==> src/rtl/piso_latched.sv <==
module piso_latched #(
  parameter int WIDTH       = 8,
  parameter int SYNC_STAGES = 2
) (
  input  logic             clk,
  input  logic             rst_n,
  input  logic [WIDTH-1:0] par_in,
  input  logic             ser_in,
  input  logic             cap_strobe,
  input  logic             shf_strobe,
  input  logic             shf_mode,
  input  logic             sr_clr_n,
  output logic             ser_out
);
  localparam int TOP  = WIDTH - 1;
  localparam int LAST = SYNC_STAGES - 1;

  logic [LAST:0]  cap_sy, shf_sy, mode_sy, clr_sy;
  logic           cap_prev, shf_prev;
  logic [TOP:0]   latch_q, sr;

  always_ff @(posedge clk or negedge rst_n) begin
    if (!rst_n) begin
      cap_sy   <= '1;
      shf_sy   <= '1;
      mode_sy  <= '1;
      clr_sy   <= '1;
      cap_prev <= 1'b1;
      shf_prev <= 1'b1;
    end else begin
      cap_sy   <= {cap_sy[LAST-1:0],  cap_strobe};
      shf_sy   <= {shf_sy[LAST-1:0],  shf_strobe};
      mode_sy  <= {mode_sy[LAST-1:0], shf_mode};
      clr_sy   <= {clr_sy[LAST-1:0],  sr_clr_n};
      cap_prev <= cap_sy[LAST];
      shf_prev <= shf_sy[LAST];
    end
  end

  wire cap_rise = cap_sy[LAST] & ~cap_prev;
  wire shf_rise = shf_sy[LAST] & ~shf_prev;
  wire mode_now = mode_sy[LAST];
  wire clr_now  = clr_sy[LAST];

  always_ff @(posedge clk or negedge rst_n) begin
    if (!rst_n)        latch_q <= '0;
    else if (cap_rise) latch_q <= par_in;
  end

  always_ff @(posedge clk or negedge rst_n) begin
    if (!rst_n)         sr <= '0;
    else if (!clr_now)  sr <= '0;
    else if (!mode_now) sr <= cap_rise ? par_in : latch_q;
    else if (shf_rise)  sr <= {sr[TOP-1:0], ser_in};
  end

  assign ser_out = sr[TOP];

  assert_capture_R1: assert property (@(posedge clk) disable iff (!rst_n)
    cap_rise |=> latch_q == $past(par_in));
  assert_clear_out_R2: assert property (@(posedge clk) disable iff (!rst_n)
    !clr_now |=> !ser_out);
  assert_latch_kept_R2: assert property (@(posedge clk) disable iff (!rst_n)
    (!clr_now && !cap_rise) |=> $stable(latch_q));
  assert_follow_latch_R3: assert property (@(posedge clk) disable iff (!rst_n)
    (clr_now && !mode_now && !cap_rise) |=> sr == $past(latch_q));
  assert_shift_step_R4: assert property (@(posedge clk) disable iff (!rst_n)
    (clr_now && mode_now && shf_rise) |=> ser_out == $past(sr[TOP-1]));
  assert_load_through_R7: assert property (@(posedge clk) disable iff (!rst_n)
    (clr_now && !mode_now && cap_rise) |=> ser_out == $past(par_in[TOP]));
  assert_hold_R9: assert property (@(posedge clk) disable iff (!rst_n)
    (clr_now && mode_now && !shf_rise) |=> $stable(sr));
endmodule

==> config.mk <==
export PLATFORM = sky130hd
export DESIGN_NAME = piso_latched
export DESIGN_NICKNAME = d
export VERILOG_FILES = /design/src/rtl/piso_latched.sv
export SDC_FILE = /design/constraint.sdc
export NUM_CORES = 1
export LEC_CHECK = 0
export BUFFER_PORTS_ARGS = -buffer_cell sky130_fd_sc_hd__buf_4
export CAP_MARGIN = 0
export CORE_MARGIN = 2
export CORE_UTILIZATION = 52
export DETAILED_ROUTE_END_ITERATION = 8
export PLACE_DENSITY_LB_ADDON = 0.1
export SLEW_MARGIN = 20
export SYNTH_ARGS = -nofsm -noshare
export SYNTH_HDL_FRONTEND = slang
export SYNTH_SLANG_ARGS = --single-unit
==> constraint.sdc <==
create_clock -name clk -period 2.4 [get_ports clk]
set_input_delay 0.24 -clock clk [delete_from_list [all_inputs] [get_ports clk]]
set_output_delay 0.24 -clock clk [all_outputs]
set_load 0.01 [all_outputs]
==> results.cfg, run 1 <==
[worst_setup_path]
r2r-start = cap_sy[1]$_DFF_PN1_
reg2reg_slack_ns = 0.85
endpoint_kind = flip-flop
cp_data_required_time_ns = 2.63
r2r.worst_path.cells = 3
crit_type = flip-flop to flip-flop
timing.rr.end = sr[2]$_DFFE_PN0P_
crit_start = cap_sy[1]$_DFF_PN1_
crit_path_start_kind = flip-flop
cp-endpoint = sr[2]$_DFFE_PN0P_
cp.arrival_ns = 1.78
cp_max_fo = 16

[sta]
skew_ns = 0.000920
setup_tns_ns = 0
hold_viol_final = 0
rsz0062_at_grt = false
holdWs_ns = 0.108
finalCriticalPeriod_ns = 1.55
min_period_over_period_pct = 64.4
final_max_slew_viol_count = 0
slew_headroom_pct = 69.1
setup_viol = 0
max_slew.worst_pin.slew_ns = 0.462
fmaxAchievable_ghz = 0.647

[route]
vias = 749
ant_nets = 0
wirelength_um = 1770
viasPerCell = 5.13
first_pass_iters = 4
drc = 0
routedWlPerCell_um = 12.1
first_iter_violations = 10

[grt]
grtUsageTotal_pct = 16.2
grt-ovfl-total = 0
grt_first_pass_wirelength_um = 3000
grt_max_degree = 27
grt_antenna_before_repair = 0
grt_pass1_vias = 708

[logic_synthesis]
yosys.area_share.simple_pct = 20.9
synth_nets = 116
syn_avg_cell_area_um2 = 11.1
ys_types = 15
syn_area_um2 = 1120
synth_top_family_by_area = simple AND/OR/NAND/NOR gates
synth_compound_area_share_pct = 8.17
synth-adder-area-share_pct = 0
ys_ff_latch = 26
synth_warnings = 0
synth_xor_xnor_area_share_pct = 0
yosysSeqAreaShare_pct = 59.4
synthMuxAreaShare_pct = 7.17
syn_inst = 101

[floorplan]
die_x_um = 50.4
rows = 16
num_io_pins = 16
dieHeight_um = 50.4
core_um2 = 2000
die_area_um2 = 2540
start_util_pct = 55.8

[clock_network]
clockRootBuffer = clkbuf_4
cts.htree.levels = 1
cts_tree = yes
clkSinkCount = 26
post_cts_buffers = 0
clkLatencyLatePin_ns = 0.32
hold_buffers = 5
cts_made_buffers = 3
cts_resized = 0
clockBufferDepth = 2
cts.clk_slew.worst_paths_ns = 0.13

[placed_design]
port_buffers = 15
gp_congestion = 0.718

[worst_hold_path]
hold_class = primary input to flip-flop

[power]
p_int_mw = 0.709
clkPwrFrac_pct = 32.6
p_sw_mw = 0.202
peakVddDrop_v = 0.000578
pwr_density_cell_nw_per_um2 = 691
swShare_pct = 22.1
p_seq_share_pct = 55.5
p_leak_nw = 0.620
power_frac_comb_pct = 12.0

[final_layout]
area_delta_synth_final_pct = 17.9
final_nets = 135
diodes = 0
drive_gt1_share_pct = 26.1

[run]
cap_violations = 0

[run_status]
outcome = completed
Yosys cell counts:
| library cell | instances | area, um2 |
|---|---|---|
| nand2_1 | 24 | 90.1 |
| dfrtp_1 | 16 | 400 |
| nor2_1 | 16 | 60.1 |
| dfstp_2 | 10 | 263 |
| nand2b_1 | 9 | 56.3 |
| a32o_1 | 8 | 80.1 |
| mux2i_1 | 8 | 80.1 |
| buf_2 | 2 | 10.0 |
| clkbuf_1 | 2 | 7.51 |
| a21boi_2 | 1 | 11.3 |
| and3_1 | 1 | 6.26 |
| buf_12 | 1 | 20.0 |
| buf_6 | 1 | 11.3 |
| nor2b_4 | 1 | 13.8 |
| or2b_1 | 1 | 7.51 |
logic make-up (layout without fill, tap and decap cells):
family / Yosys count / after routing
DFF: 26 / 26
and+or+nand+nor: 52 / 52
muxes: 8 / 8
buffers and inverters: 6 / 24
AOI/OAI and AO/OA: 9 / 9
worst max-delay path: stages, from the launching register on:
cell     delay, ns
dfstp_2       0.56
nor2b_4       0.43
mux2i_1       0.18
a32o_1        0.28
worst min-delay path by stage:
stage / from / endpoint / slack (ns) / depth (start not counted)
after floorplan: rst_n / latch_q[0]$_DFF_PN0_ / -0.06 / 0
after global placement: rst_n / latch_q[4]$_DFF_PN0_ / 0.16 / 1
after detailed placement: rst_n / latch_q[4]$_DFF_PN0_ / 0.16 / 1
after CTS: par_in[5] / latch_q[5]$_DFF_PN0_ / 0.09 / 3
after global routing: par_in[5] / latch_q[5]$_DFF_PN0_ / 0.1 / 3
final: par_in[4] / latch_q[4]$_DFF_PN0_ / 0.11 / 3
power by group through the flow:
stage                     Clock, mW  Sequential, mW  Combinational, mW
after floorplan                   0           0.504             0.0735
after global placement            0           0.512              0.102
after detailed placement          0           0.513              0.104
after CTS                     0.307           0.505              0.111
after global routing          0.323           0.511              0.123
final                         0.296           0.505              0.109
registers in the layout, indices dropped and copies added, names as in the netlist:
| register | flops |
|---|---|
| shf_prev | 1 |
| cap_prev | 1 |
| shf_sy | 2 |
| mode_sy | 2 |
| sr | 8 |
| clr_sy | 2 |
| cap_sy | 2 |
| latch_q | 8 |
layer usage:
metal  vias to the layer above  GRT usage [%]  wire length, um
li1                        371              -                -
met1                       359           19.9              845
met2                        16           26.8              829
met3                         3           3.57               64
met4                         0           8.11               28
met5                         -              0                0
final cells by class:
type                       instances  area [um2]
clock buffer                       3        22.5
multi-input combinational         69         405
timing repair buffer              20         163
clock inverter                     1        30.0
sequential                        26         663
fill                             173         684
tap                               27        33.8
cells in the final DEF (no fill, tap or decap), drive strengths merged:
| cell type | count |
|---|---|
| nand2b | 9 |
| nand2 | 24 |
| or2b | 1 |
| dfrtp | 16 |
| mux2i | 8 |
| nor2 | 16 |
| dlygate4sd3 | 5 |
| buf | 15 |
| bufinv | 1 |
| dfstp | 10 |
| clkbuf | 3 |
| a21boi | 1 |
| nor2b | 1 |
| and3 | 1 |
| a32o | 8 |
metrics by stage:
stage               utilization (%)  total power, mW  worst slack (ns)  std cells  cell area, um2
floorplan                         -            0.578              1.08        101            1120
CTS                            65.8            0.924             0.864        146            1320
finish                         65.8            0.910             0.854        146            1320
global placement               60.7            0.614             0.893        137            1210
global route                   65.8            0.957             0.784        146            1320
detailed placement             60.7            0.618             0.870        137            1210
No activity file was read; power rests on OpenSTA's default activity.
==> run 2: changes to the inputs <==
clock period = 1.5 ns   (was 2.4 ns; I/O delays follow)
==> run 2 against run 1 <==
Clock power increased by 58%. Sequential share of layout area decreased by 1.6 points. Sequential cell count unchanged. Highest routed layer unchanged.
==> results.cfg, run 2 (synthesis results as in run 1) <==
[run_status]
outcome = completed

[clock_network]
cts_made_buffers = 3
post_cts_buffers = 0
cts.htree.levels = 1
clockBufferDepth = 2
cts_resized = 0
clkSinkCount = 26
clockRootBuffer = clkbuf_4
cts_tree = yes
cts.clk_slew.worst_paths_ns = 0.14
clkLatencyLatePin_ns = 0.31
hold_buffers = 5

[route]
vias = 754
routedWlPerCell_um = 12.1
drc = 0
first_pass_iters = 4
first_iter_violations = 5
ant_nets = 0
viasPerCell = 5.03
wirelength_um = 1810

[worst_setup_path]
crit_start = cap_sy[1]$_DFF_PN1_
slowest_delay_ns = 0.56
r2r.worst_path.cells = 4
critPathBufInv = 1
crit_type = flip-flop to flip-flop
crit_path_start_kind = flip-flop
cp_data_required_time_ns = 1.76
crit_path_top_delay_cell = dfstp_2
r2r-start = cap_sy[1]$_DFF_PN1_
cp.arrival_ns = 1.65
path_cells = nor2b_4, buf_12, mux2i_1, a32o_1
cp_max_fo = 12
path_depth = 4
cpLargestDelayFamily = flip-flops
endpoint_kind = flip-flop

[grt]
grt_pass1_vias = 727
use_met1_pct = 21.4
use_met3_pct = 1.79
grtUsageTotal_pct = 16.8
grt-busiest-layer = met2
grt_antenna_before_repair = 0
grt-ovfl-total = 0
grt_first_pass_wirelength_um = 3180
gr-usage-met2_pct = 28.7
grt_max_degree = 27

[final_layout]
final_cell_mix = 24 x nand2_1, 18 x buf_4, 16 x nor2_1, 16 x dfrtp_1, 10 x dfstp_2
area_delta_synth_final_pct = 21.7
layout_commonest_cell = nand2_1
largestRegisters = latch_q (8), sr (8)
final_nets = 139
drive_gt1_share_pct = 28.5
diodes = 0

[placed_design]
port_buffers = 15
gp_congestion = 0.689

[sta]
fmaxAchievable_ghz = 0.723
finalCriticalPeriod_ns = 1.38
holdWs_ns = 0.0253
rsz0062_at_grt = false
hold_viol_final = 0
slew_headroom_pct = 76.4
skew_ns = 0.00224
min_period_over_period_pct = 92.2
setup_viol = 0
final_max_slew_viol_count = 0
setup_tns_ns = 0
max_slew.worst_pin.slew_ns = 0.353

[power]
peakVddDrop_v = 0.000799
power.total_mw = 1.46
pwr_density_cell_nw_per_um2 = 1080
p_leak_nw = 0.644

[floorplan]
start_util_pct = 55.8
dieHeight_um = 50.4
rows = 16
die_x_um = 50.4
num_io_pins = 16
core_um2 = 2000
die_area_um2 = 2540

[worst_hold_path]
hp-start = par_in[7]
hold_depth = 3
hold_class = primary input to flip-flop

[run]
cap_violations = 0
-- run 2: cell types whose count changed in the layout (fill, tap and decap cells not counted), sizes merged --
cell and delta:
buf +4
-- run 2: layout make-up --
class / instances / area, um2
Sequential cell: 26 / 663
Clock inverter: 1 / 30.0
Clock buffer: 3 / 22.5
Timing Repair Buffer: 24 / 205
Multi-Input combinational cell: 69 / 405
Tap cell: 27 / 33.8
Fill cell: 163 / 642
-- run 2: layer usage --
metal | up-vias | wire (um)
li1 | 374 | -
met1 | 361 | 796
met2 | 15 | 919
met3 | 4 | 62
met4 | 0 | 32
met5 | - | 0
-- run 2: worst paths after layout --
check	slack, ns	endpoint
setup / recovery	0.12	sr[2]$_DFFE_PN0P_
hold / removal	0.03	latch_q[7]$_DFF_PN0_
setup reg to reg	0.12	sr[2]$_DFFE_PN0P_
hold reg to reg	0.37	clr_sy[1]$_DFF_PN1_
max in group asynchronous	0.95	shf_prev$_DFF_PN1_
min in group asynchronous	0.25	latch_q[7]$_DFF_PN0_
-- run 2: worst min-delay path: cells and delay by family --
family,cells,cell delay (ns)
buffers and inverters,1,0.08
AND/OR/NAND/NOR,2,0.09
-- run 2: metrics by stage --
stage	cell area [um2]	cells	worst slack (ns)	util [%]
floorplan	1120	101	0.181	-
global placement	1260	141	0.188	62.8
detailed placement	1260	141	0.133	62.8
CTS	1360	150	0.113	67.9
global route	1360	150	0.0611	67.9
finish	1360	150	0.117	67.9
-- run 2: power breakdown --
group / internal [mW] / switching, mW
combinational: 0.103 / 0.0906
sequential: 0.771 / 0.0311
clock: 0.270 / 0.199
total: 1.14 / 0.321
==> run 3: changes to the inputs <==
REMOVE_ABC_BUFFERS = 1   (was default)
==> run 3 against run 2 <==
Critical endpoint is now sr[3]$_DFFE_PN0P_. Via count grew 1.7%. First-iteration DRC count grew to 3.8 times the previous value. Cell count stayed put.
==> results.cfg, run 3 (synthesis results as in run 1) <==
[worst_setup_path]
crit_type = flip-flop to flip-flop
r2r.worst_path.cells = 4
cp.arrival_ns = 1.55
path_depth = 4
critPathBufInv = 1
cp_data_required_time_ns = 1.70
endpoint_kind = flip-flop
cpLargestDelayFamily = flip-flops
slowest_delay_ns = 0.56
crit_path_top_delay_cell = dfstp_2
cp_max_fo = 10
crit_path_start_kind = flip-flop
path_cells = nor2b_4, buf_4, mux2i_1, a32o_1

[clock_network]
cts_made_buffers = 3
clkLatencyLatePin_ns = 0.30
clockRootBuffer = clkbuf_4
clkSinkCount = 26
cts.htree.levels = 1
clockBufferDepth = 2
cts.clk_slew.worst_paths_ns = 0.13
cts_tree = yes
hold_buffers = 5
post_cts_buffers = 0
cts_resized = 0

[sta]
final_max_slew_viol_count = 0
min_period_over_period_pct = 89.9
setup_viol = 0
skew_ns = 0.00410
slew_headroom_pct = 72.9
hold_viol_final = 0
finalCriticalPeriod_ns = 1.35
rsz0062_at_grt = false
setup_tns_ns = 0
holdWs_ns = 0.0379
fmaxAchievable_ghz = 0.742
max_slew.worst_pin.slew_ns = 0.404

[route]
viasPerCell = 5.11
first_pass_iters = 4
drc = 0
first_iter_violations = 19
wirelength_um = 1850
routedWlPerCell_um = 12.3
ant_nets = 0
vias = 767

[floorplan]
rows = 16
start_util_pct = 55.8
core_um2 = 2000
die_area_um2 = 2540
die_x_um = 50.4
dieHeight_um = 50.4
num_io_pins = 16

[run_status]
outcome = completed

[power]
p_leak_nw = 0.627
pwr_density_cell_nw_per_um2 = 966
peakVddDrop_v = 0.000734

[grt]
grt_pass1_vias = 737
use_met3_pct = 3.57
grtUsageTotal_pct = 16.8
use_met1_pct = 21.8
grt-ovfl-total = 0
grt_first_pass_wirelength_um = 3240
grt-busiest-layer = met2
gr-usage-met2_pct = 28.7
grt_max_degree = 27
grt_antenna_before_repair = 0

[final_layout]
final_cell_mix = 24 x nand2_1, 19 x buf_4, 16 x nor2_1, 16 x dfrtp_1, 10 x dfstp_2
final_nets = 139
area_delta_synth_final_pct = 18.3
largestRegisters = latch_q (8), sr (8)
drive_gt1_share_pct = 27.6
nFillCells = 167
diodes = 0
layout_commonest_cell = nand2_1

[run]
cap_violations = 0

[placed_design]
gp_congestion = 0.701
port_buffers = 15

[worst_hold_path]
hold_depth = 3
hold_class = primary input to flip-flop
run 3: path summary, 6_finish.rpt:
| check | startpoint | to | slack (ns) |
|---|---|---|---|
| max | cap_sy[1]$_DFF_PN1_ | sr[3]$_DFFE_PN0P_ | 0.15 |
| min | par_in[1] | latch_q[1]$_DFF_PN0_ | 0.04 |
| max reg2reg | cap_sy[1]$_DFF_PN1_ | sr[3]$_DFFE_PN0P_ | 0.15 |
| min reg2reg | clr_sy[0]$_DFF_PN1_ | clr_sy[1]$_DFF_PN1_ | 0.36 |
| max in group asynchronous | rst_n | shf_prev$_DFF_PN1_ | 0.95 |
| min in group asynchronous | rst_n | latch_q[7]$_DFF_PN0_ | 0.26 |
run 3: layout make-up:
cell class	instances	area [um2]	area share, %
tap	27	33.8	2.56
multi-input combinational	69	405	30.7
timing repair buffer	24	193	14.6
sequential	26	663	50.2
clock buffer	4	26.3	1.99
run 3: per-stage QoR:
step,cells,cell area (um2),setup slack (ns),total power [mW],utilization [%]
finish,150,1320,0.152,1.28,66.0
global route,150,1320,0.0692,1.35,66.0
CTS,150,1320,0.146,1.30,66.0
detailed placement,141,1240,0.177,0.997,62.2
global placement,141,1240,0.219,0.988,62.2
floorplan,95,1070,0.142,0.912,-
run 3: layer usage:
| metal | vias to the layer above | part of all wire [%] |
|---|---|---|
| met2 | 9 | 48 |
| met5 | - | 0 |
| li1 | 377 | - |
| met4 | 0 | 0.81 |
| met3 | 2 | 2.5 |
| met1 | 379 | 48 |
run 3: report_power, final:
| part | internal (mW) | leakage, nW | total (mW) | switching (mW) |
|---|---|---|---|---|
| logic | 0.0996 | 0.302 | 0.190 | 0.0900 |
| registers | 0.771 | 0.310 | 0.802 | 0.0309 |
| clock network | 0.104 | 0.0150 | 0.285 | 0.182 |
run 3: tightest hold or removal path, stage by stage:
cell and delay, ns:
buf_4 0.08, nand2_1 0.04, nand2_1 0.05
